File: src/rtl/captmr_pkg.sv
package captmr_pkg;

  // Status/control byte bit positions (software-visible layout)
  localparam int SC_FLAG = 7;
  localparam int SC_IE   = 6;
  localparam int SC_MSB  = 5;
  localparam int SC_MSA  = 4;
  localparam int SC_ELSB = 3;
  localparam int SC_ELSA = 2;
  localparam int SC_TOV  = 1;
  localparam int SC_MAX  = 0;

  typedef enum logic [1:0] {
    EDGE_OFF  = 2'b00,
    EDGE_RISE = 2'b01,
    EDGE_FALL = 2'b10,
    EDGE_ANY  = 2'b11
  } edge_sel_e;

  // Active-edge decision from synchronised current/previous level
  function automatic logic edge_hit(input logic cur, input logic prev, input edge_sel_e sel);
    return (sel[0] & cur & ~prev) | (sel[1] & ~cur & prev);
  endfunction

endpackage

File: src/rtl/ctp_clock_gen.sv
module ctp_clock_gen #(
  parameter int PS_W = 3,
  parameter int SYNC = 2
) (
  input  logic            clk,
  input  logic            rst_n,
  input  logic [PS_W-1:0] sel,
  input  logic            ext_pin,
  output logic            tick
);
  localparam int EXT_CODE = (1 << PS_W) - 1;
  localparam int PRE_W    = (EXT_CODE > 1) ? EXT_CODE - 1 : 1;

  logic [PRE_W-1:0] pre_q;
  logic [SYNC:0]    ext_sh;
  logic             ext_rise;
  logic             div_hit;

  // Tick when the low `code` bits of the prescaler are all ones
  function automatic logic div_tick(input logic [PRE_W-1:0] pre, input logic [PS_W-1:0] code);
    logic [PRE_W-1:0] mask;
    mask = ~({PRE_W{1'b1}} << code);
    return (pre & mask) == mask;
  endfunction

  always_ff @(posedge clk) begin
    if (!rst_n) begin
      pre_q  <= '0;
      ext_sh <= '0;
    end else begin
      pre_q  <= pre_q + PRE_W'(1);
      ext_sh <= {ext_sh[SYNC-1:0], ext_pin};
    end
  end

  assign ext_rise = ext_sh[SYNC-1] & ~ext_sh[SYNC];
  assign div_hit  = div_tick(pre_q, sel);
  assign tick     = (sel == PS_W'(EXT_CODE)) ? ext_rise : div_hit;

endmodule

File: src/rtl/ctp_edge_det.sv
module ctp_edge_det
  import captmr_pkg::*;
#(
  parameter int SYNC = 2
) (
  input  logic       clk,
  input  logic       rst_n,
  input  logic       pin,
  input  logic [1:0] sel,
  output logic       hit
);
  logic [SYNC:0] sh;

  always_ff @(posedge clk) begin
    if (!rst_n) sh <= '0;
    else        sh <= {sh[SYNC-1:0], pin};
  end

  assign hit = edge_hit(sh[SYNC-1], sh[SYNC], edge_sel_e'(sel));

endmodule

File: src/rtl/ctp_channel.sv
module ctp_channel
  import captmr_pkg::*;
#(
  parameter int CNT_W   = 16,
  parameter int SYNC    = 2,
  parameter bit HAS_MSB = 1'b1
) (
  input  logic             clk,
  input  logic             rst_n,
  input  logic [CNT_W-1:0] cnt,
  input  logic             pin,
  input  logic             sc_we,
  input  logic [7:0]       wdata,
  input  logic             hi_rd,
  input  logic             lo_rd,
  output logic [7:0]       sc_byte,
  output logic [CNT_W-1:0] cap_val,
  output logic [7:0]       lo_byte,
  output logic             cap_evt,
  output logic             clr_req,
  output logic             flag,
  output logic             irq
);
  logic             ie_q, msb_q, msa_q, tov_q, max_q;
  logic [1:0]       els_q;
  logic [CNT_W-1:0] cap_q;
  logic             lock_q;
  logic [7:0]       hold_q;

  ctp_edge_det #(.SYNC(SYNC)) u_edge (
    .clk(clk), .rst_n(rst_n), .pin(pin), .sel(els_q), .hit(cap_evt)
  );

  assign clr_req = sc_we & ~wdata[SC_FLAG];

  always_ff @(posedge clk) begin
    if (!rst_n) begin
      flag  <= 1'b0;
      ie_q  <= 1'b0;
      msb_q <= 1'b0;
      msa_q <= 1'b0;
      els_q <= 2'b00;
      tov_q <= 1'b0;
      max_q <= 1'b0;
      cap_q <= '0;
    end else begin
      if (cap_evt)      flag <= 1'b1;
      else if (clr_req) flag <= 1'b0;
      if (cap_evt) cap_q <= cnt;
      if (sc_we) begin
        ie_q  <= wdata[SC_IE];
        msb_q <= HAS_MSB ? wdata[SC_MSB] : 1'b0;
        msa_q <= wdata[SC_MSA];
        els_q <= {wdata[SC_ELSB], wdata[SC_ELSA]};
        tov_q <= wdata[SC_TOV];
        max_q <= wdata[SC_MAX];
      end
    end
  end

  // Coherent 16-bit read: high-byte read freezes the low byte
  always_ff @(posedge clk) begin
    if (!rst_n) begin
      lock_q <= 1'b0;
      hold_q <= '0;
    end else if (hi_rd) begin
      lock_q <= 1'b1;
      hold_q <= cap_q[7:0];
    end else if (lo_rd) begin
      lock_q <= 1'b0;
    end
  end

  assign sc_byte = {flag, ie_q, msb_q, msa_q, els_q, tov_q, max_q};
  assign cap_val = cap_q;
  assign lo_byte = lock_q ? hold_q : cap_q[7:0];
  assign irq     = flag & ie_q;

endmodule

File: src/rtl/capture_timer.sv
module capture_timer #(
  parameter int NCH    = 2,
  parameter int CNT_W  = 16,
  parameter int PS_W   = 3,
  parameter int ADDR_W = 3,
  parameter int SYNC   = 2
) (
  input  logic              clk,
  input  logic              rst_n,
  input  logic [ADDR_W-1:0] bus_addr,
  input  logic              bus_wr,
  input  logic              bus_rd,
  input  logic [7:0]        bus_wdata,
  output logic [7:0]        bus_rdata,
  input  logic              ext_clk_pin,
  input  logic [NCH-1:0]    cap_pin,
  output logic [NCH-1:0]    irq
);
  localparam int CTRL_ADDR = 0;
  localparam int CH_BASE   = 1;
  localparam int CH_STRIDE = 3;

  logic [PS_W-1:0]      ps_q;
  logic [CNT_W-1:0]     cnt_q;
  logic                 cnt_tick;
  logic [NCH-1:0]       cap_evt;
  logic [NCH-1:0]       clr_req;
  logic [NCH-1:0]       flag_vec;
  logic [NCH*CNT_W-1:0] cap_flat;
  logic [7:0]           sc_byte [NCH];
  logic [7:0]           lo_byte [NCH];

  ctp_clock_gen #(.PS_W(PS_W), .SYNC(SYNC)) u_clk_gen (
    .clk(clk), .rst_n(rst_n), .sel(ps_q), .ext_pin(ext_clk_pin), .tick(cnt_tick)
  );

  always_ff @(posedge clk) begin
    if (!rst_n) begin
      ps_q  <= '0;
      cnt_q <= '0;
    end else begin
      if (bus_wr && bus_addr == ADDR_W'(CTRL_ADDR)) ps_q <= bus_wdata[PS_W-1:0];
      if (cnt_tick) cnt_q <= cnt_q + CNT_W'(1);
    end
  end

  for (genvar g = 0; g < NCH; g++) begin : g_ch
    localparam int BASE = CH_BASE + CH_STRIDE * g;
    ctp_channel #(.CNT_W(CNT_W), .SYNC(SYNC), .HAS_MSB(g == 0)) u_ch (
      .clk(clk), .rst_n(rst_n), .cnt(cnt_q), .pin(cap_pin[g]),
      .sc_we(bus_wr && bus_addr == ADDR_W'(BASE)),
      .wdata(bus_wdata),
      .hi_rd(bus_rd && bus_addr == ADDR_W'(BASE + 1)),
      .lo_rd(bus_rd && bus_addr == ADDR_W'(BASE + 2)),
      .sc_byte(sc_byte[g]),
      .cap_val(cap_flat[g*CNT_W +: CNT_W]),
      .lo_byte(lo_byte[g]),
      .cap_evt(cap_evt[g]),
      .clr_req(clr_req[g]),
      .flag(flag_vec[g]),
      .irq(irq[g])
    );
  end

  always_comb begin
    bus_rdata = 8'h00;
    if (bus_addr == ADDR_W'(CTRL_ADDR)) bus_rdata = {{(8-PS_W){1'b0}}, ps_q};
    for (int c = 0; c < NCH; c++) begin
      if (bus_addr == ADDR_W'(CH_BASE + CH_STRIDE*c))     bus_rdata = sc_byte[c];
      if (bus_addr == ADDR_W'(CH_BASE + CH_STRIDE*c + 1)) bus_rdata = cap_flat[c*CNT_W + CNT_W - 8 +: 8];
      if (bus_addr == ADDR_W'(CH_BASE + CH_STRIDE*c + 2)) bus_rdata = lo_byte[c];
    end
  end

endmodule

File: config.mk
export PLATFORM = sky130hd
export DESIGN_NAME = capture_timer
export DESIGN_NICKNAME = d
export VERILOG_FILES = /design/src/rtl/captmr_pkg.sv /design/src/rtl/ctp_clock_gen.sv /design/src/rtl/ctp_edge_det.sv /design/src/rtl/ctp_channel.sv /design/src/rtl/capture_timer.sv
export SDC_FILE = /design/constraint.sdc
export NUM_CORES = 1
export LEC_CHECK = 0
export BUFFER_PORTS_ARGS = -buffer_cell sky130_fd_sc_hd__buf_2
export CORE_UTILIZATION = 55
export DETAILED_ROUTE_END_ITERATION = 8
export GPL_TIMING_DRIVEN = 0
export PLACE_DENSITY = 0.82
export REMOVE_ABC_BUFFERS = 1
export SLEW_MARGIN = 40
export SYNTH_ARGS = -nofsm -noshare
export SYNTH_HDL_FRONTEND = slang
export SYNTH_SLANG_ARGS = --single-unit
File: constraint.sdc
create_clock -name clk -period 6.95 [get_ports clk]
set_input_delay 2.085 -clock clk [delete_from_list [all_inputs] [get_ports clk]]
set_output_delay 2.085 -clock clk [all_outputs]
set_load 0.02 [all_outputs]
# ---- Word level (Yosys, flattened, before mapping)
# Cells that the tools add are included.
dict set report word_totals {
  ff_bits 99
  out_inout_bits 10
  inputBits 18
  elab_cells 89
}
dict set report classes {
  n_eq_ne 8
  shifts 1
  n_reduce_logical 12
  mux 18
  n_bitwise 23
  n_addsub 2
}
# operator count
set op_table {}
lappend op_table {{$mux 8} 8}
lappend op_table {{$add 16x1->16 const B} 1}
lappend op_table {{$and 1x1->1} 13}
lappend op_table {{$eq 3x3->1 const B} 4}
lappend op_table {{$mux 1} 9}
lappend op_table {{$reduce_bool 2->1} 4}
lappend op_table {{$logic_and 1x1->1} 7}
lappend op_table {{$add 6x1->6 const B} 1}
lappend op_table {{$and 6x6->6} 1}
lappend op_table {{$eq 3x2->1 const B} 2}
lappend op_table {{$eq 6x6->1} 1}
lappend op_table {{$not 1->1} 6}
lappend op_table {{$not 6->6} 1}
lappend op_table {{$shl 6x3->6 const A} 1}
lappend op_table {{$eq 3x1->1 const B} 1}
lappend op_table {{$logic_not 3->1} 1}
lappend op_table {{$mux 3} 1}
lappend op_table {{$or 1x1->1} 2}

# ---- Depth between registers and ports, before layout
dict set report logic_depth {
  word_depth 8
  depth_mapped 7
  depth_no_buf 7
}

# ---- By module
# Synthesis repeated with hierarchy kept, for this count alone.
dict set report hier_totals {
  cells_unflattened 473
  hier_area_um2 4753.3
}
# module seq_area_each_um2 instances cells_each area_each_um2
set by_module_without_submodules {}
lappend by_module_without_submodules {capture_timer 380.4 1 170 1422.6}
lappend by_module_without_submodules {{ctp_channel (g_ch[0].u_ch)} 660.6 1 124 1398.8}
lappend by_module_without_submodules {{ctp_channel (g_ch[1].u_ch)} 640.6 1 122 1366.3}
lappend by_module_without_submodules {ctp_clock_gen 180.2 1 39 377.9}
lappend by_module_without_submodules {ctp_edge_det 60.1 2 9 93.8}

# ---- Worst setup path after synthesis
# OpenSTA, ideal clock, no wires.
dict set report synth_path {
  path_kind {input port to output port}
  from {in bus_addr[2]}
  to {out bus_rdata[0]}
  setup_slack_ns 1.611
  required_ns 4.865
  cell_stages 5
  arrival_time_ns 3.254
  path_buffers 2
  cell_sequence {clkbuf_1 > clkbuf_1 > o21a_1 > o22ai_1 > o22ai_1}
}
dict set report synth_between {
  elab_chain_cells 8
  elab_cells_between_ends 14
  cone_classes {eq/ne (6); mux (7); reduce/logical (1)}
}
# item line
set synth_lines {}
lappend synth_lines {{from (decl)} capture_timer.sv:10} ;# input logic [ADDR_W-1:0] bus_addr,
lappend synth_lines {{$logic_not 3->1} capture_timer.sv:67} ;# if (bus_addr == ADDR_W'(CTRL_ADDR)) bus_rdata = {{(8-PS_W){1'b0}}, ps_q};
lappend synth_lines {{$mux 3} capture_timer.sv:67}
lappend synth_lines {{$mux 8} capture_timer.sv:69} ;# if (bus_addr == ADDR_W'(CH_BASE + CH_STRIDE*c)) bus_rdata = sc_byte[c];
lappend synth_lines {{$mux 8} capture_timer.sv:70} ;# if (bus_addr == ADDR_W'(CH_BASE + CH_STRIDE*c + 1)) bus_rdata = cap_flat[c*CNT_W + CNT_W - 8 +: 8];
lappend synth_lines {{$mux 8} capture_timer.sv:71} ;# if (bus_addr == ADDR_W'(CH_BASE + CH_STRIDE*c + 2)) bus_rdata = lo_byte[c];
lappend synth_lines {{$mux 8} capture_timer.sv:69}
lappend synth_lines {{$mux 8} capture_timer.sv:70}
lappend synth_lines {{$mux 8 (*)} capture_timer.sv:71}
lappend synth_lines {{to (decl)} capture_timer.sv:14} ;# output logic [7:0] bus_rdata,
# Mark *: on every way between the ends. The rest lies on a longest branch, timed or not.

# ---- Worst setup path after layout
dict set report layout_path {
  from {in bus_addr[1]}
  to {out bus_rdata[3]}
}
dict set report layout_between {
  elab_chain_cells 7
  elab_cells_between_ends 12
  cone_classes {eq/ne (6); mux (6)}
}
# item line
set layout_lines {}
lappend layout_lines {{$eq 3x1->1} capture_timer.sv:69}
lappend layout_lines {{$mux 8} capture_timer.sv:69}
lappend layout_lines {{$mux 8} capture_timer.sv:70}
lappend layout_lines {{$mux 8} capture_timer.sv:71}
lappend layout_lines {{$mux 8} capture_timer.sv:69}
lappend layout_lines {{$mux 8} capture_timer.sv:70}
lappend layout_lines {{$mux 8 (*)} capture_timer.sv:71}
# Marks and branches as above.

==> run metrics <==
status=finished, final reports clean; Layout Utilization=62.45%; FMAX=178.9 MHz; Avg Vias per Cell=5.614; IO Port Bufs=27; max-cap viol count=0; Starting Density=56.74%; WL/cell=15.86 um; minimum clock period=5.591 ns; Reg2Reg Setup Slack=5.04 ns; Clock Skew=0.009943 ns; Pwr Total=1.060 mW; DP Wirelength=6.729 mm; Post CTS Setup Buffer Count=0; hold buffers post-CTS=0; final instance area=0.004826 mm2; post-synth cell types=47; RSZ-0062 raised after global routing=false; RD Place Congestion=0.8534; Chip Width=91.28 um; Hold Path Class=reg -> reg; post-synthesis mux area share=16.07%; fraction of registers with async set/reset=0%; Area Growth Syn to Fin=10.07%; Final Setup Violations=0; worst path required time=4.87 ns; largest family of logic cells by synthesized area=simple AND/OR/NAND/NOR gates; Vias=3,419; Final Net Count=522; LEAKAGE=1.767 nW; Inserted Clock Buffers=9; row count=32; number of synthesized flops with an enable pin=0; Worst Path Arrival=3.51 ns; Post-Synth Simple-Gate Area=20.58%; Seq/Total Area, Yosys=45.21%; min setup slack post-route=1.359 ns; most frequent cells in the layout=99 x dfxtp_1, 79 x nor2_1, 67 x mux2i_1; worst hold slack=0.4426 ns; Least-Margin Pin Slew=0.5833 ns; pre-CTS setup slack=1.372 ns; die height=91.28 um; core area=0.007727 mm2; Post-DP Area=0.004607 mm2; drt pass-1 iters=4; fraction of layout cells with a size suffix above 1=11.05%; ANT nets after route=0; Inst Count DP=593; Synth Area per Inst=8.929 um2; Non-Filler Instances=609; Iter 0 DRT Violations=164; number of clock sinks=99; post-CTS resize count=0; Worst VDD drop=218.7 uV; relative slew slack=60.97%; main flop type after synthesis=dfxtp_1; Tcrit/Tclk final=80.44%; Yosys reg bits=99; Max Transition Viols Final=0; CP max FO=26; Hold Fails Final Rpt=0; # fillers=633; die area=0.008332 mm2; # IOs=28; Ant. Diodes=0; Crit Path Category=in -> out; DR DRC count=0; CTS max path bufs=2; Syn Inst Count=491; CTS tree=yes; vias in the first global route=3,314; antenna violations before repair=0; Total GRT Usage=24.43%; Startpoint Class=input pin; global-route wire length before repair=15.77 mm; commonest non-fill, non-tap cell in the layout=dfxtp_1; Setup TNS Final=0 ns; H-tree level count=3; clock latency at the later pin of the worst-skew pair=0.36 ns; XOR/XNOR share of the synthesized area=2.397%; adder-cell share of the synthesized area=0.5708%; Synth Area in Compound Gates=11.30%; power per cell area=219.6 mW/mm2; Crit. End Element=primary output; Clk pin slew, worst setup/hold paths=0.08 ns; largest net degree at the start of global routing=52; Yosys warnings=0; Synth Cell Area=0.004384 mm2; CTS root buf=clkbuf_8; final wirelength=9.656 mm; Overflow after GRT=0
## per-layer routing
metal	track usage [%]	share of wire, %	up-vias	wire length (um)
met4	8.862	2.4	0	229
met5	0	0	-	0
li1	-	-	1694	-
met3	6.868	4.6	19	448
met2	41.54	50	91	4792
met1	29.38	43	1615	4186
## path summary, 6_finish.rpt
path,depth (start not counted),from,endpoint
setup / recovery,6,bus_addr[1],bus_rdata[3]
hold / removal,1,u_clk_gen.ext_sh[0],u_clk_gen.ext_sh[1]
setup reg to reg,5,ps_q[1],cnt_q[6]
hold reg to reg,1,u_clk_gen.ext_sh[0],u_clk_gen.ext_sh[1]
## critical path, stage by stage
cell and delay [ns]:
buf_2 0.36, nor2b_1 0.37, a22oi_1 0.15, o22ai_1 0.22
a211o_1 0.16, buf_2 0.16
## state kept, by name, summed over array words and instances (netlist names)
signal               flops
g_ch.u_ch.flag           2
g_ch.u_ch.els_q          4
g_ch.u_ch.msa_q          2
ps_q                     3
g_ch.u_ch.hold_q        16
g_ch.u_ch.max_q          2
g_ch.u_ch.msb_q          1
u_clk_gen.ext_sh         3
cnt_q                   16
g_ch.u_ch.u_edge.sh      6
g_ch.u_ch.cap_val       32
g_ch.u_ch.tov_q          2
g_ch.u_ch.ie_q           2
g_ch.u_ch.lock_q         2
u_clk_gen.pre_q          6
## cells in the mapped netlist (all sizes together) (2+ instances only)
cell     n  area, um2
nand3b   4      30.03
and2    14      87.58
nand4    6      37.54
ha       2      25.02
o21ai    8      40.04
and3     5      31.28
a21o     2      15.01
o22ai    7      43.79
nor2b    7      43.79
a211o    3      26.28
clkbuf  16      60.06
mux2i   67      670.6
or2      2      12.52
a22oi    3      22.52
o21a     3      22.52
xor2     2      17.52
dfxtp   99       1982
xnor2   10      87.58
nand2b   7      43.79
buf     14      80.07
a21boi   2      15.01
nor3     2      10.01
nand2   57      214.0
inv      8      30.03
nand3   10      62.56
a211oi   6      57.56
a21oi   34      173.9
nor2    79      296.5
a31o     2      17.52
## final cells by class
class | instances | area (um2) | area share, %
Inverter | 8 | 32.53 | 0.6741
Sequential cell | 99 | 1982 | 41.07
Tap cell | 102 | 127.6 | 2.645
Clock buffer | 12 | 145.1 | 3.008
Multi-Input combinational cell | 354 | 2255 | 46.72
Clock inverter | 4 | 73.82 | 1.530
Timing Repair Buffer | 30 | 210.2 | 4.356
## power by group
group | switching [mW] | leakage (nW) | total (mW) | internal (mW)
sequential | 0.0114 | 0.801 | 0.587 | 0.575
clock | 0.192 | 0.111 | 0.405 | 0.213
combinational | 0.0429 | 0.856 | 0.0682 | 0.0253
## cells by family (layout without fill, tap and decap cells)
group	count (synthesis)	in the layout
buf+inv	38	54
simple gates	196	196
flops	99	99
compound gates	75	75
mux	69	69
xor+xnor	12	12
fa+ha+maj	2	2
Power figures use the tool's default switching activity.
